`src/rtl/audctl_pkg.sv`:
```
package audctl_pkg;

  localparam int NUM_REGS   = 6;
  localparam int IDX_W      = 3;
  localparam int DATA_W     = 8;
  localparam int REG_BASS   = 3;
  localparam int REG_TREBLE = 4;
  localparam logic [DATA_W-1:0] TONE_FLAT = 8'h20;

  typedef enum logic [1:0] {
    PH_IDLE,
    PH_ADDR,
    PH_SELECT,
    PH_DATA
  } phase_t;

  typedef struct packed {
    logic              wrEn;
    logic [IDX_W-1:0]  wrIdx;
    logic [DATA_W-1:0] wrData;
  } regStrobe_t;

  function automatic logic [DATA_W-1:0] resetValue(input int idx);
    if (idx == REG_BASS || idx == REG_TREBLE) return TONE_FLAT;
    return '0;
  endfunction

endpackage

```
`src/rtl/audctl_line_filter.sv`:
```
module audctl_line_filter #(
  parameter int SYNC_STAGES = 2,
  parameter int FILT_LEN    = 3
) (
  input  logic clk,
  input  logic rstN,
  input  logic lineIn,
  output logic lineOut
);
  localparam int CNT_W = $clog2(FILT_LEN + 1);

  logic [SYNC_STAGES-1:0] syncQ;
  logic                   synced;
  logic [CNT_W-1:0]       stableCnt;

  assign synced = syncQ[SYNC_STAGES-1];

  always_ff @(posedge clk or negedge rstN) begin
    if (!rstN) begin
      syncQ <= '1;
    end else begin
      syncQ <= {syncQ[SYNC_STAGES-2:0], lineIn};
    end
  end

  always_ff @(posedge clk or negedge rstN) begin
    if (!rstN) begin
      lineOut   <= 1'b1;
      stableCnt <= '0;
    end else if (synced == lineOut) begin
      stableCnt <= '0;
    end else if (stableCnt == CNT_W'(FILT_LEN - 1)) begin
      lineOut   <= synced;
      stableCnt <= '0;
    end else begin
      stableCnt <= stableCnt + 1'b1;
    end
  end


  filter_settle_chk: assert property (@(posedge clk) disable iff (!rstN)
    (lineOut != $past(lineOut)) |-> ($past(synced) == lineOut && $past(synced, 2) == lineOut));

endmodule

```
`src/rtl/audctl_ctrl.sv`:
```
module audctl_ctrl
  import audctl_pkg::*;
#(
  parameter logic [6:0] DEV_ADDR_BASE = 7'b1000000
) (
  input  logic       clk,
  input  logic       rstN,
  input  logic       sclF,
  input  logic       sdaF,
  input  logic       chipSel,
  output logic       sdaOe,
  output regStrobe_t strobe
);
  logic             sclPrev, sdaPrev;
  logic             sclRise, sclFall, isStart, isStop;
  phase_t           phase;
  logic [3:0]       bitCnt;
  logic [7:0]       shiftQ;
  logic [IDX_W-1:0] ptr;
  logic             ptrValid;
  logic [6:0]       devAddr;
  logic             byteAck;

  assign devAddr = {DEV_ADDR_BASE[6:1], chipSel};
  assign sclRise = sclF & ~sclPrev;
  assign sclFall = ~sclF & sclPrev;
  assign isStart = sclF & sclPrev & sdaPrev & ~sdaF;
  assign isStop  = sclF & sclPrev & ~sdaPrev & sdaF;

  always_comb begin
    if (phase == PH_ADDR) byteAck = (shiftQ[7:1] == devAddr) && !shiftQ[0];
    else                  byteAck = 1'b1;
  end

  always_ff @(posedge clk or negedge rstN) begin
    if (!rstN) begin
      sclPrev <= 1'b1;
      sdaPrev <= 1'b1;
    end else begin
      sclPrev <= sclF;
      sdaPrev <= sdaF;
    end
  end

  always_ff @(posedge clk or negedge rstN) begin
    if (!rstN) begin
      phase    <= PH_IDLE;
      bitCnt   <= '0;
      shiftQ   <= '0;
      ptr      <= '0;
      ptrValid <= 1'b0;
      sdaOe    <= 1'b0;
      strobe   <= '0;
    end else begin
      strobe.wrEn <= 1'b0;
      if (isStart) begin
        phase  <= PH_ADDR;
        bitCnt <= '0;
        sdaOe  <= 1'b0;
      end else if (isStop) begin
        phase  <= PH_IDLE;
        bitCnt <= '0;
        sdaOe  <= 1'b0;
      end else if (phase != PH_IDLE) begin
        if (sclRise) begin
          if (bitCnt < 4'd8) shiftQ <= {shiftQ[6:0], sdaF};
          if (bitCnt < 4'd9) bitCnt <= bitCnt + 1'b1;
        end else if (sclFall) begin
          if (bitCnt == 4'd8) begin
            if (byteAck) sdaOe <= 1'b1;
            else begin
              phase  <= PH_IDLE;
              bitCnt <= '0;
            end
          end else if (bitCnt == 4'd9) begin
            sdaOe  <= 1'b0;
            bitCnt <= '0;
            unique case (phase)
              PH_ADDR: phase <= PH_SELECT;
              PH_SELECT: begin
                ptr      <= shiftQ[IDX_W-1:0];
                ptrValid <= shiftQ < 8'(NUM_REGS);
                phase    <= PH_DATA;
              end
              PH_DATA: begin
                if (ptrValid) begin
                  strobe.wrEn   <= 1'b1;
                  strobe.wrIdx  <= ptr;
                  strobe.wrData <= shiftQ;
                  if (ptr == IDX_W'(NUM_REGS - 1)) ptrValid <= 1'b0;
                  else                             ptr <= ptr + 1'b1;
                end
              end
              default: phase <= PH_IDLE;
            endcase
          end
        end
      end
    end
  end


  ack_slot_chk: assert property (@(posedge clk) disable iff (!rstN)
    sdaOe |-> (bitCnt >= 4'd8 && phase != PH_IDLE));


  stop_idle_chk: assert property (@(posedge clk) disable iff (!rstN)
    isStop |=> (phase == PH_IDLE && !sdaOe));


  strobe_range_chk: assert property (@(posedge clk) disable iff (!rstN)
    strobe.wrEn |-> (strobe.wrIdx < IDX_W'(NUM_REGS)));


  strobe_after_ack_chk: assert property (@(posedge clk) disable iff (!rstN)
    strobe.wrEn |-> ($past(sdaOe) && !sdaOe));

endmodule

```
`src/rtl/audctl_regbank.sv`:
```
module audctl_regbank
  import audctl_pkg::*;
(
  input  logic       clk,
  input  logic       rstN,
  input  regStrobe_t strobe,
  output logic [7:0] vol1,
  output logic [7:0] vol2,
  output logic [3:0] procGain,
  output logic [3:0] contourGain,
  output logic       enhOn,
  output logic [6:0] bassCode,
  output logic       muteOn,
  output logic [6:0] trebleCode,
  output logic       agcOn,
  output logic       surrOn,
  output logic       stereoSurr,
  output logic       monoSurr,
  output logic       loopOn,
  output logic [2:0] surrEffect
);
  logic [NUM_REGS-1:0][DATA_W-1:0] regFile;

  always_ff @(posedge clk or negedge rstN) begin
    if (!rstN) begin
      for (int i = 0; i < NUM_REGS; i++) regFile[i] <= resetValue(i);
    end else if (strobe.wrEn) begin
      for (int i = 0; i < NUM_REGS; i++)
        if (strobe.wrIdx == IDX_W'(i)) regFile[i] <= strobe.wrData;
    end
  end

  assign vol1        = regFile[0];
  assign vol2        = regFile[1];
  assign procGain    = regFile[2][7:4];
  assign contourGain = regFile[2][3:0];
  assign enhOn       = regFile[3][7];
  assign bassCode    = regFile[3][6:0];
  assign muteOn      = regFile[4][7];
  assign trebleCode  = regFile[4][6:0];
  assign agcOn       = regFile[5][7];
  assign surrOn      = regFile[5][6];
  assign stereoSurr  = regFile[5][5];
  assign monoSurr    = regFile[5][4];
  assign loopOn      = regFile[5][3];
  assign surrEffect  = regFile[5][2:0];


  hold_without_strobe_chk: assert property (@(posedge clk) disable iff (!rstN)
    !strobe.wrEn |=> $stable(regFile));

endmodule

```
`src/rtl/audctl_i2c_regs.sv`:
```
module audctl_i2c_regs
  import audctl_pkg::*;
#(
  parameter int         SYNC_STAGES   = 2,
  parameter int         FILT_LEN      = 3,
  parameter logic [6:0] DEV_ADDR_BASE = 7'b1000000
) (
  input  logic       clk,
  input  logic       rstN,
  input  logic       sclIn,
  input  logic       sdaIn,
  input  logic       chipSel,
  output logic       sdaPullLow,
  output logic [7:0] vol1,
  output logic [7:0] vol2,
  output logic [3:0] procGain,
  output logic [3:0] contourGain,
  output logic       enhOn,
  output logic [6:0] bassCode,
  output logic       muteOn,
  output logic [6:0] trebleCode,
  output logic       agcOn,
  output logic       surrOn,
  output logic       stereoSurr,
  output logic       monoSurr,
  output logic       loopOn,
  output logic [2:0] surrEffect
);
  logic [1:0] rawLines, cleanLines;
  regStrobe_t strobe;

  assign rawLines = {sdaIn, sclIn};

  for (genvar g = 0; g < 2; g++) begin : g_line
    audctl_line_filter #(
      .SYNC_STAGES(SYNC_STAGES),
      .FILT_LEN   (FILT_LEN)
    ) u_filt (
      .clk    (clk),
      .rstN   (rstN),
      .lineIn (rawLines[g]),
      .lineOut(cleanLines[g])
    );
  end

  audctl_ctrl #(.DEV_ADDR_BASE(DEV_ADDR_BASE)) u_ctrl (
    .clk    (clk),
    .rstN   (rstN),
    .sclF   (cleanLines[0]),
    .sdaF   (cleanLines[1]),
    .chipSel(chipSel),
    .sdaOe  (sdaPullLow),
    .strobe (strobe)
  );

  audctl_regbank u_regs (
    .clk        (clk),
    .rstN       (rstN),
    .strobe     (strobe),
    .vol1       (vol1),
    .vol2       (vol2),
    .procGain   (procGain),
    .contourGain(contourGain),
    .enhOn      (enhOn),
    .bassCode   (bassCode),
    .muteOn     (muteOn),
    .trebleCode (trebleCode),
    .agcOn      (agcOn),
    .surrOn     (surrOn),
    .stereoSurr (stereoSurr),
    .monoSurr   (monoSurr),
    .loopOn     (loopOn),
    .surrEffect (surrEffect)
  );

endmodule

```
`config.mk`:
```
export PLATFORM = sky130hd
export DESIGN_NAME = audctl_i2c_regs
export DESIGN_NICKNAME = d
export VERILOG_FILES = /design/src/rtl/audctl_pkg.sv /design/src/rtl/audctl_line_filter.sv /design/src/rtl/audctl_ctrl.sv /design/src/rtl/audctl_regbank.sv /design/src/rtl/audctl_i2c_regs.sv
export SDC_FILE = /design/constraint.sdc
export NUM_CORES = 1
export LEC_CHECK = 0
export ABC_AREA = 1
export BUFFER_PORTS_ARGS = -buffer_cell sky130_fd_sc_hd__buf_2
export CAP_MARGIN = 25
export CORE_MARGIN = 3
export CORE_UTILIZATION = 30
export CTS_BUF_LIST = sky130_fd_sc_hd__clkbuf_16
export DETAILED_ROUTE_END_ITERATION = 7
export GPL_ROUTABILITY_DRIVEN = 0
export GPL_TIMING_DRIVEN = 0
export PLACE_DENSITY = 0.54
export SLEW_MARGIN = 25
export SYNTH_ARGS = -nofsm -noshare
export SYNTH_HDL_FRONTEND = slang
export SYNTH_SLANG_ARGS = --single-unit
```
`constraint.sdc`:
```
create_clock -name clk -period 4.85 [get_ports clk]
set_input_delay 0.97 -clock clk [delete_from_list [all_inputs] [get_ports clk]]
set_output_delay 0.97 -clock clk [all_outputs]
set_load 0.005 [all_outputs]
```
==> results of run 1 <==
-- sequential cells by signal, indices dropped and copies added, names as in the netlist, 2 cells and up --
signal                   cells
g_line.u_filt.lineOut        2
g_line.u_filt.stableCnt      4
g_line.u_filt.syncQ          4
u_ctrl.bitCnt                4
u_ctrl.phase                 2
u_ctrl.ptr                   3
u_ctrl.shiftQ                8
u_ctrl.strobe               12
u_regs.bassCode              7
u_regs.contourGain           4
u_regs.procGain              4
u_regs.surrEffect            3
u_regs.trebleCode            7
u_regs.vol1                  8
u_regs.vol2                  8
-- worst max path at each step --
| stage | from | end | cells after the start |
|---|---|---|---|
| floorplan | chipSel | u_ctrl.bitCnt[3]$_DFFE_PN0P_ | 11 |
| global placement | rstN | u_ctrl.bitCnt[1]$_DFFE_PN0P_ | 1 |
| detailed placement | chipSel | u_ctrl.bitCnt[0]$_DFFE_PN0P_ | 12 |
| CTS | g_line[0].u_filt.lineOut$_DFFE_PN1P_ | u_ctrl.shiftQ[1]$_DFFE_PN0P_ | 7 |
| global route | g_line[0].u_filt.lineOut$_DFFE_PN1P_ | u_ctrl.shiftQ[5]$_DFFE_PN0P_ | 7 |
| finish | g_line[0].u_filt.lineOut$_DFFE_PN1P_ | u_ctrl.shiftQ[1]$_DFFE_PN0P_ | 7 |
-- cells in the mapped netlist (5+ instances only) --
master / instances / area (um2)
inv_1: 43 / 161.4
o21ai_0: 70 / 350.3
nor3_1: 5 / 25.02
nand3_1: 13 / 65.06
o21ai_2: 11 / 96.34
nor2_1: 18 / 67.56
ha_1: 12 / 150.1
dfrtp_1: 81 / 2027
dfstp_2: 10 / 262.8
clkbuf_1: 7 / 26.28
nand2_1: 114 / 427.9
-- layer usage --
metal	track usage, %	up-vias	share of wire, %
met4	3.865	0	1.3
met3	3.086	10	5.5
met1	16.58	1395	47
met5	0	-	0
li1	-	1440	-
met2	19.39	86	46
-- power by group through the flow --
stage	sequential [mW]	clock (mW)	combinational, mW
2_1_floorplan	0.887	0	0.254
4_1_cts	0.885	0.712	0.349
6_report	0.885	0.689	0.343
3_5_place_dp	0.900	0	0.346
5_1_grt	0.895	0.749	0.409
3_3_place_gp	0.896	0	0.338
-- kinds of logic after synthesis --
kind of cell | Yosys count | share of synthesized area, %
flip-flops | 91 | 59.40
XOR/XNOR | 4 | 0.9090
AND/OR/NAND/NOR | 164 | 17.79
adder cells (fa/ha/maj) | 12 | 3.895
AO/OA/AOI/OAI | 84 | 11.98
buffers and inverters | 56 | 6.037
-- final cells by class --
type | instances | area share, %
well taps | 168 | 4.512
inverters | 46 | 3.707
clock inverters | 7 | 1.477
repair buffers | 54 | 6.420
plain buffers | 10 | 1.289
flip-flops and latches | 91 | 49.15
clock buffers | 9 | 4.835
multi-input cells | 264 | 28.61
-- critical path, stage by stage, from the launching register on --
cell,delay (ns)
dfstp_2,0.57
ha_1,0.19
nand3b_1,0.14
nand2_2,0.13
nor2_1,0.08
nand2_1,0.22
clkbuf_1,0.35
o21ai_0,0.13
-- metrics by stage --
step                hold WS (ns)  setup slack, ns  utilization [%]
finish                    0.3552            2.895            37.99
global route              0.3594            2.679            37.99
CTS                       0.3568            2.875            37.99
detailed placement        0.3472            2.804            35.59
global placement          0.3464            1.965            35.32
floorplan                 0.3452            3.122                -
==> impl_metrics.json, run 1 <==
{
  "die_h_um": 119.4,
  "p_clk_share_pct": 36.0,
  "drt-vias-per-instance": 4.516,
  "cts_buffers": 9,
  "initial_core_util_pct": 31.44,
  "layout_commonest_cell": "nand2_1",
  "dr.pass1.iters": 4,
  "multiInputGateArea_um2": 1333,
  "row_count": 40,
  "finalSetupViolCount": 0,
  "clkTransAtPathRegs_ns": 0.06,
  "syn_area_um2": 3855,
  "grt_start_max_net_pins": 58,
  "slew_viol_final": 0,
  "rsz0062_at_grt": "false",
  "skew_ns": 0.004091,
  "vdd_drop_max_uv": 212.4,
  "power_mw": 1.916,
  "ys_types": 26,
  "cts_resized": 0,
  "hold_depth": 0,
  "post-route-min-period_ns": 1.955,
  "drt_iter0_drc": 202,
  "rr_worst_depth": 7,
  "numPortBuffers": 53,
  "r2r_start": "g_line[0].u_filt.lineOut$_DFFE_PN1P_",
  "hold_end": "g_line[1].u_filt.syncQ[1]$_DFF_PN1_",
  "yosysWarnings": 0,
  "clock_sinks": 91,
  "cts_tree": "done",
  "comb_power_share_pct": 17.9,
  "fill_cells": 1266,
  "final_cells": 649,
  "tns_ns": 0,
  "drtAntennaViolNets": 0,
  "place_inst": 633,
  "die_w_um": 119.4,
  "grt_pass1_vias": 2779,
  "setup.worst_path.end_class": "flop",
  "maxCapViolCount": 0,
  "cts-root-buf": "clkbuf_16",
  "final_area_um2": 4658,
  "critical_path_class": "flop to flop",
  "antenna_cells": 0,
  "pwr-share-seq_pct": 46.2,
  "num-nets-final": 493,
  "antenna_found_initial": 0,
  "pin_count": 54,
  "layout-drive-gt1-share_pct": 21.00,
  "clk_path_buf_depth": 2,
  "grt_usage_pct": 12.27,
  "outcome": "finished, final reports clean",
  "dpl_cell_area_um2": 4364,
  "worstPathArrival_ns": 2.16,
  "post_cts_buffers": 0,
  "area_growth_pct": 20.84,
  "crit_path_start_kind": "flop",
  "maxSlewHeadroom_pct": 75.51,
  "drt_drc_violations_left": 0,
  "r2r_slack_ns": 2.90,
  "finalHoldViolCount": 0,
  "hpwlAfterDp_um": 6042,
  "synth_nets": 428,
  "insertion_delay_ns": 0.34,
  "min_from": "g_line[1].u_filt.syncQ[0]$_DFF_PN1_",
  "regArea_um2": 2290,
  "fin_crit_sh_pct": 40.30,
  "ys_seq_area_share_pct": 59.40,
  "grt_pass1_wl_um": 14110,
  "required_ns": 5.05,
  "p_switching_uw": 567.5,
  "cp_max_fo": 10,
  "switching_share_pct": 29.62,
  "postSynth.asyncResetShare_pct": 100.0,
  "htreeDepth": 3,
  "layout_common_cells": "nand2_1 (114), dfrtp_1 (81), o21ai_0 (70)",
  "syn_area_per_cell_um2": 9.379,
  "max_clock_freq_mhz": 511.6,
  "intPower_mw": 1.349,
  "syn_inst": 411,
  "dieArea_um2": 14250,
  "synth-seq-cells": 91,
  "leakage_nw": 2.276,
  "hp-class": "flop to flop",
  "core_um2": 12260,
  "drt_wl_total_um": 8275,
  "r2r_end": "u_ctrl.shiftQ[1]$_DFFE_PN0P_",
  "synth-edff-count": 0,
  "hold_buffers": 0,
  "synthFlopType": "dfrtp_1",
  "num_vias": 2931,
  "gr-total-overflow": 0,
  "worst_slew_pin_slew_ns": 0.3674,
  "p_per_area_nw_per_um2": 411.4,
  "routedWlPerCell_um": 12.75
}
No activity file was read; power rests on OpenSTA's default activity.
==> inputs of run 2 (changes only) <==
Settings changed: ABC_AREA 1 to 0, PLACE_DENSITY 0.54 to 0.56.
Clock period 4.85 ns to 1.75 ns, I/O delays scaled along.
==> run 2 against run 1 <==
Against the previous run:
- the flow now finishes with violations (setup timing)
- area after synthesis rose by 2.8%
- worst setup slack got worse by 3.1 ns
- combinational power rose to 2.9 times the previous value
- die area rose by 2.7%
- clock power rose to 2.6 times the previous value
- largest power group unchanged
==> impl_metrics.json, run 2 <==
{
  "syn_area_per_cell_um2": 14.10,
  "largest_reg_flops": 12,
  "top_register": "u_ctrl.strobe",
  "yosysMostFrequentCell": "dfrtp_1",
  "clkTransAtPathRegs_ns": 0.06,
  "fin_crit_sh_pct": 112.1,
  "skew_ns": 0.005702,
  "slew_viol_final": 0,
  "ys_types": 50,
  "dieArea_um2": 14620,
  "p_per_area_nw_per_um2": 973.5,
  "drt_drc_violations_left": 0,
  "dr.pass1.iters": 4,
  "antenna_cells": 0,
  "grt_pass1_vias": 2602,
  "synth_nets": 298,
  "htreeDepth": 3,
  "cp_slowest_cell": "dfstp_2",
  "gr-total-overflow": 0,
  "synth-seq-cells": 91,
  "worst_slew_pin_slew_ns": 0.5228,
  "cts_buffers": 9,
  "syn_inst": 281,
  "numPortBuffers": 53,
  "core_um2": 12770,
  "num-nets-final": 392,
  "row_count": 41,
  "rr_worst_depth": 7,
  "cpPeakStageDelay_ns": 0.55,
  "fill_cells": 1191,
  "drtAntennaViolNets": 0,
  "clk_path_buf_depth": 2,
  "critical_path_class": "flop to flop",
  "synthFlopType": "dfrtp_1",
  "cp_max_fo": 4,
  "cts_tree": "done",
  "grt_usage_pct": 11.91,
  "required_ns": 1.97,
  "vdd_drop_max_uv": 651.8,
  "maxCapViolCount": 0,
  "ys_top_cells_by_area": "dfrtp_1 (51%), mux2_2 (20%), dfstp_2 (6.6%)",
  "crit_path_start_kind": "flop",
  "grt_start_max_net_pins": 67,
  "post-route-min-period_ns": 1.961,
  "setup_ws_ns": -0.2112,
  "path_buf_inv": 2,
  "initial_core_util_pct": 31.02,
  "hp-class": "primary input to flop",
  "synthTopCellsByCount": "dfrtp_1 (81), mux2_2 (70), ha_1 (12), inv_1 (11), dfstp_2 (10)",
  "path_cells": "inv_2 > ha_4 > nand4bb_4 > a211o_1 > buf_6 > a21oi_4 > mux2_4",
  "final_cells": 552,
  "max_clock_freq_mhz": 509.9,
  "rsz0062_at_grt": "true",
  "drt_iter0_drc": 167,
  "die_w_um": 120.9,
  "num_vias": 2618,
  "drt_wl_total_um": 8826,
  "layout_common_cells": "dfrtp_1 (80), buf_2 (54), mux2_2 (50)",
  "setup.worst_path.end_class": "flop",
  "clock_sinks": 91,
  "layout-drive-gt1-share_pct": 58.16,
  "finalHoldViolCount": 0,
  "hpwlAfterDp_um": 5644,
  "cts-root-buf": "clkbuf_16",
  "synth_top_area_cell": "dfrtp_1",
  "cp.depth": 7,
  "ys_seq_area_share_pct": 57.78,
  "outcome": "complete, but fails checks",
  "yosysWarnings": 0,
  "worstPathArrival_ns": 2.18,
  "leakage_nw": 2.589,
  "drt-vias-per-instance": 4.743,
  "pin_count": 54,
  "insertion_delay_ns": 0.34,
  "violations": "setup timing",
  "hold_depth": 1,
  "finalSetupViolCount": 29,
  "synth_top_area_share_pct": 51.15,
  "layout_commonest_cell": "dfrtp_1",
  "place_inst": 507,
  "antenna_found_initial": 0,
  "grt_pass1_wl_um": 13680,
  "routedWlPerCell_um": 15.99,
  "dpl_cell_area_um2": 4619,
  "synth-edff-count": 0,
  "critPathTopFamily": "flip-flops",
  "syn_area_um2": 3963,
  "postSynth.asyncResetShare_pct": 100.0,
  "area_growth_pct": 34.20,
  "die_h_um": 120.9,
  "maxSlewHeadroom_pct": 65.03,
  "final_area_um2": 5318
}
-- run 2: cell types whose count changed after synthesis, moves of 9 or more --
cell,previous run,this run
o21ai_2,11,0
inv_1,43,11
mux2_2,0,70
nor2_1,18,9
nand3_1,13,2
nand2_1,114,6
o21ai_0,70,2
-- run 2: repair_timing --
item / 4_1_cts / 5_1_grt
hold endpoints to repair: 21 / 0
hold buffers: 1 / 0
endpoints found under the setup margin: 61 / 37
resized for setup: 19 / 30
buffers inserted: 20 / 10
pin swaps: 13 / 13
gates cloned: 1 / 0
-- run 2: power by group --
group | leakage, nW | switching, mW | internal (mW)
clock network | 0.134 | 0.839 | 0.975
registers | 1.23 | 0.117 | 2.27
logic | 1.23 | 0.489 | 0.491
-- run 2: routing by layer --
metal / wire length [um] / track usage (%) / vias to the layer above
li1: - / - / 1211
met1: 4055 / 16.17 / 1320
met2: 4151 / 18.72 / 75
met3: 482 / 3.170 / 12
met4: 136 / 3.470 / 0
met5: 0 / 0 / -
-- run 2: area by class of cell --
class / instances / area [um2] / share of cell area (%)
Clock buffer: 9 / 225.2 / 4.235
Buffer: 7 / 47.55 / 0.8941
Timing Repair Buffer: 85 / 589.3 / 11.08
Clock inverter: 7 / 53.80 / 1.012
Tap cell: 172 / 215.2 / 4.047
Sequential cell: 91 / 2291 / 43.08
Multi-Input combinational cell: 170 / 1854 / 34.87
Inverter: 11 / 41.29 / 0.7765
-- run 2: path summary, 6_finish.rpt --
path                                                      from                             endpoint  slack [ns]
max in group asynchronous                                 rstN  g_line[1].u_filt.syncQ[1]$_DFF_PN1_        0.67
hold reg to reg            g_line[1].u_filt.syncQ[0]$_DFF_PN1_  g_line[1].u_filt.syncQ[1]$_DFF_PN1_        0.36
min in group asynchronous                                 rstN    u_regs.contourGain[1]$_DFFE_PN0P_        0.44
setup reg to reg                      u_ctrl.sclPrev$_DFF_PN1_          u_ctrl.phase[1]$_DFFE_PN0P_       -0.21
setup / recovery                      u_ctrl.sclPrev$_DFF_PN1_          u_ctrl.phase[1]$_DFFE_PN0P_       -0.21
hold / removal                                           sdaIn  g_line[1].u_filt.syncQ[0]$_DFF_PN1_        0.11
-- run 2: cells by family after synthesis --
group | share of synthesized area (%)
buffers and inverters | 2.052
and+or+nand+nor | 8.115
muxes | 21.03
xor gates and xnor gates | 1.105
adders and majority gates | 3.789
DFF | 57.78
AOI/OAI and AO/OA | 6.126
-- run 2: through the flow --
step           setup slack [ns]  TNS [ns]  power, mW  utilization, %  hold WS [ns]
3_5_place_dp            -0.3981    -12.10      3.127           36.16        0.2359
4_1_cts                 -0.2221    -4.204      5.127           40.30       0.09611
6_report                -0.2112    -3.811      5.176           41.63        0.1065
3_3_place_gp            -0.5165    -51.62      3.096           35.90        0.3460
2_1_floorplan           -0.1772    -2.086      2.933               -       0.05441
5_1_grt                 -0.2724    -5.934      5.423           41.63       0.09711
==> inputs of run 3 (changes only) <==
Settings changed: GPL_TIMING_DRIVEN 0 to default.
==> run 3 against run 2 <==
Against the previous run:
- the flow still finishes with violations (setup timing)
- power increased by 6.9%
- final cell count increased by 3.1%
- clock skew decreased by 0.0017 ns
- routed wire length increased by 0.61%
- utilization increased by 1.3 points
- register-to-register slack about the same
- critical path depth unchanged
- worst hold slack got worse by 0.00060 ns
- via count increased by 1.1%
- largest cell class unchanged
==> impl_metrics.json, run 3 (synthesis results as in run 2) <==
{
  "top_register": "u_ctrl.strobe",
  "pin_count": 54,
  "p_per_area_nw_per_um2": 1010,
  "worstPathArrival_ns": 2.18,
  "numPortBuffers": 53,
  "routedWlPerCell_um": 15.61,
  "post-route-min-period_ns": 1.953,
  "clock_sinks": 91,
  "rsz0062_at_grt": "true",
  "htreeDepth": 3,
  "clk_path_buf_depth": 2,
  "hp-class": "primary input to flop",
  "critical_path_class": "flop to flop",
  "maxSlewHeadroom_pct": 70.78,
  "crit_path_start_kind": "flop",
  "grt_pass1_vias": 2789,
  "setup_ws_ns": -0.2028,
  "gr-total-overflow": 0,
  "largest_reg_flops": 12,
  "violations": "setup timing",
  "drt_iter0_drc": 90,
  "die_w_um": 120.9,
  "grt_pass1_wl_um": 14540,
  "path_cells": "inv_2 > ha_4 > nand4bb_4 > a211o_1 > buf_4 > a21oi_4 > mux2_4",
  "core_um2": 12770,
  "drt_wl_total_um": 8880,
  "num-nets-final": 409,
  "fill_cells": 1173,
  "hpwlAfterDp_um": 6334,
  "cts-root-buf": "clkbuf_16",
  "required_ns": 1.97,
  "die_h_um": 120.9,
  "final_cells": 569,
  "power_mw": 5.532,
  "cp_max_fo": 5,
  "finalHoldViolCount": 0,
  "initial_core_util_pct": 31.02,
  "layout_common_cells": "dfrtp_1 (81), mux2_2 (54), buf_2 (52)",
  "final_area_um2": 5478,
  "layout_commonest_cell": "dfrtp_1",
  "vdd_drop_max_uv": 508.6,
  "leakage_nw": 2.706,
  "place_ws_ns": -0.2404,
  "cp_slowest_cell": "dfstp_2",
  "dr.pass1.iters": 4,
  "cpPeakStageDelay_ns": 0.56,
  "path_buf_inv": 2,
  "row_count": 41,
  "drtAntennaViolNets": 0,
  "num_vias": 2648,
  "finalSetupViolCount": 29,
  "antenna_cells": 0,
  "drt-vias-per-instance": 4.654,
  "grt_usage_pct": 12.87,
  "max_clock_freq_mhz": 512.1,
  "grt_start_max_net_pins": 39,
  "drt_drc_violations_left": 0,
  "fin_crit_sh_pct": 111.6,
  "area_growth_pct": 38.24,
  "insertion_delay_ns": 0.34,
  "multiInputGateArea_um2": 1849,
  "dpl_cell_area_um2": 4969,
  "setup.worst_path.end_class": "flop",
  "cts_tree": "done",
  "critPathTopFamily": "flip-flops",
  "worst_slew_pin_slew_ns": 0.4383,
  "antenna_found_initial": 0,
  "cts_buffers": 9,
  "place_inst": 546,
  "layout-drive-gt1-share_pct": 60.45,
  "clkTransAtPathRegs_ns": 0.06,
  "slew_viol_final": 0,
  "outcome": "complete, but fails checks",
  "skew_ns": 0.003981,
  "regArea_um2": 2290,
  "dieArea_um2": 14620,
  "maxCapViolCount": 0
}
run 3: cell types whose count changed in the layout (fill, tap and decap cells not counted), sizes merged:
cell / change
buf: +21
bufinv: +2
clkbuf: -4
clkinv: -1
clkinvlp: -1
run 3: area by class of cell:
class / count / area share, %
clock buffers: 9 / 4.111
repair buffers: 109 / 13.86
flip-flops and latches: 91 / 41.80
multi-input cells: 170 / 33.76
well taps: 172 / 3.929
inverters: 11 / 0.7538
clock inverters: 7 / 1.782
run 3: layer usage:
layer,track usage (%),vias up,wire (um)
met5,0,-,0
met4,4.037,0,143
met3,3.450,12,458
met2,20.77,72,4153
met1,16.88,1321,4125
li1,-,1243,-
run 3: per-stage QoR:
| step | setup TNS, ns | util [%] | hold slack (ns) |
|---|---|---|---|
| 3_5_place_dp | -3.926 | 38.90 | 0.2777 |
| 4_1_cts | -2.957 | 42.38 | 0.09275 |
| 6_report | -2.919 | 42.88 | 0.1059 |
| 3_3_place_gp | -2.862 | 38.90 | 0.2771 |
| 5_1_grt | -5.199 | 42.88 | 0.08935 |
| 2_1_floorplan | -2.086 | - | 0.05441 |
run 3: path summary, 6_finish.rpt:
path | startpoint | endpoint | slack (ns) | cells past startpoint
min in group asynchronous | rstN | u_regs.surrEffect[2]$_DFFE_PN0P_ | 0.46 | 2
worst min register to register | g_line[0].u_filt.syncQ[0]$_DFF_PN1_ | g_line[0].u_filt.syncQ[1]$_DFF_PN1_ | 0.36 | 0
worst max register to register | u_ctrl.sclPrev$_DFF_PN1_ | u_ctrl.phase[1]$_DFFE_PN0P_ | -0.20 | 7
worst max-delay path | u_ctrl.sclPrev$_DFF_PN1_ | u_ctrl.phase[1]$_DFFE_PN0P_ | -0.20 | 7
worst min-delay path | sclIn | g_line[0].u_filt.syncQ[0]$_DFF_PN1_ | 0.11 | 1
max in group asynchronous | rstN | g_line[1].u_filt.syncQ[0]$_DFF_PN1_ | 0.69 | 3
run 3: where the power goes:
part,switching (mW),internal (mW)
combinational,0.525,0.527
clock,0.846,1.26
sequential,0.108,2.26
total,1.48,4.05
run 3: repair_timing:
item / 4_1_cts / 5_1_grt
pin swaps: 9 / 3
resized for setup: 21 / 8
hold buffers: 1 / 0
setup endpoints to repair: 30 / 31
buffers inserted: 3 / 3
endpoints found under the hold margin: 20 / 0
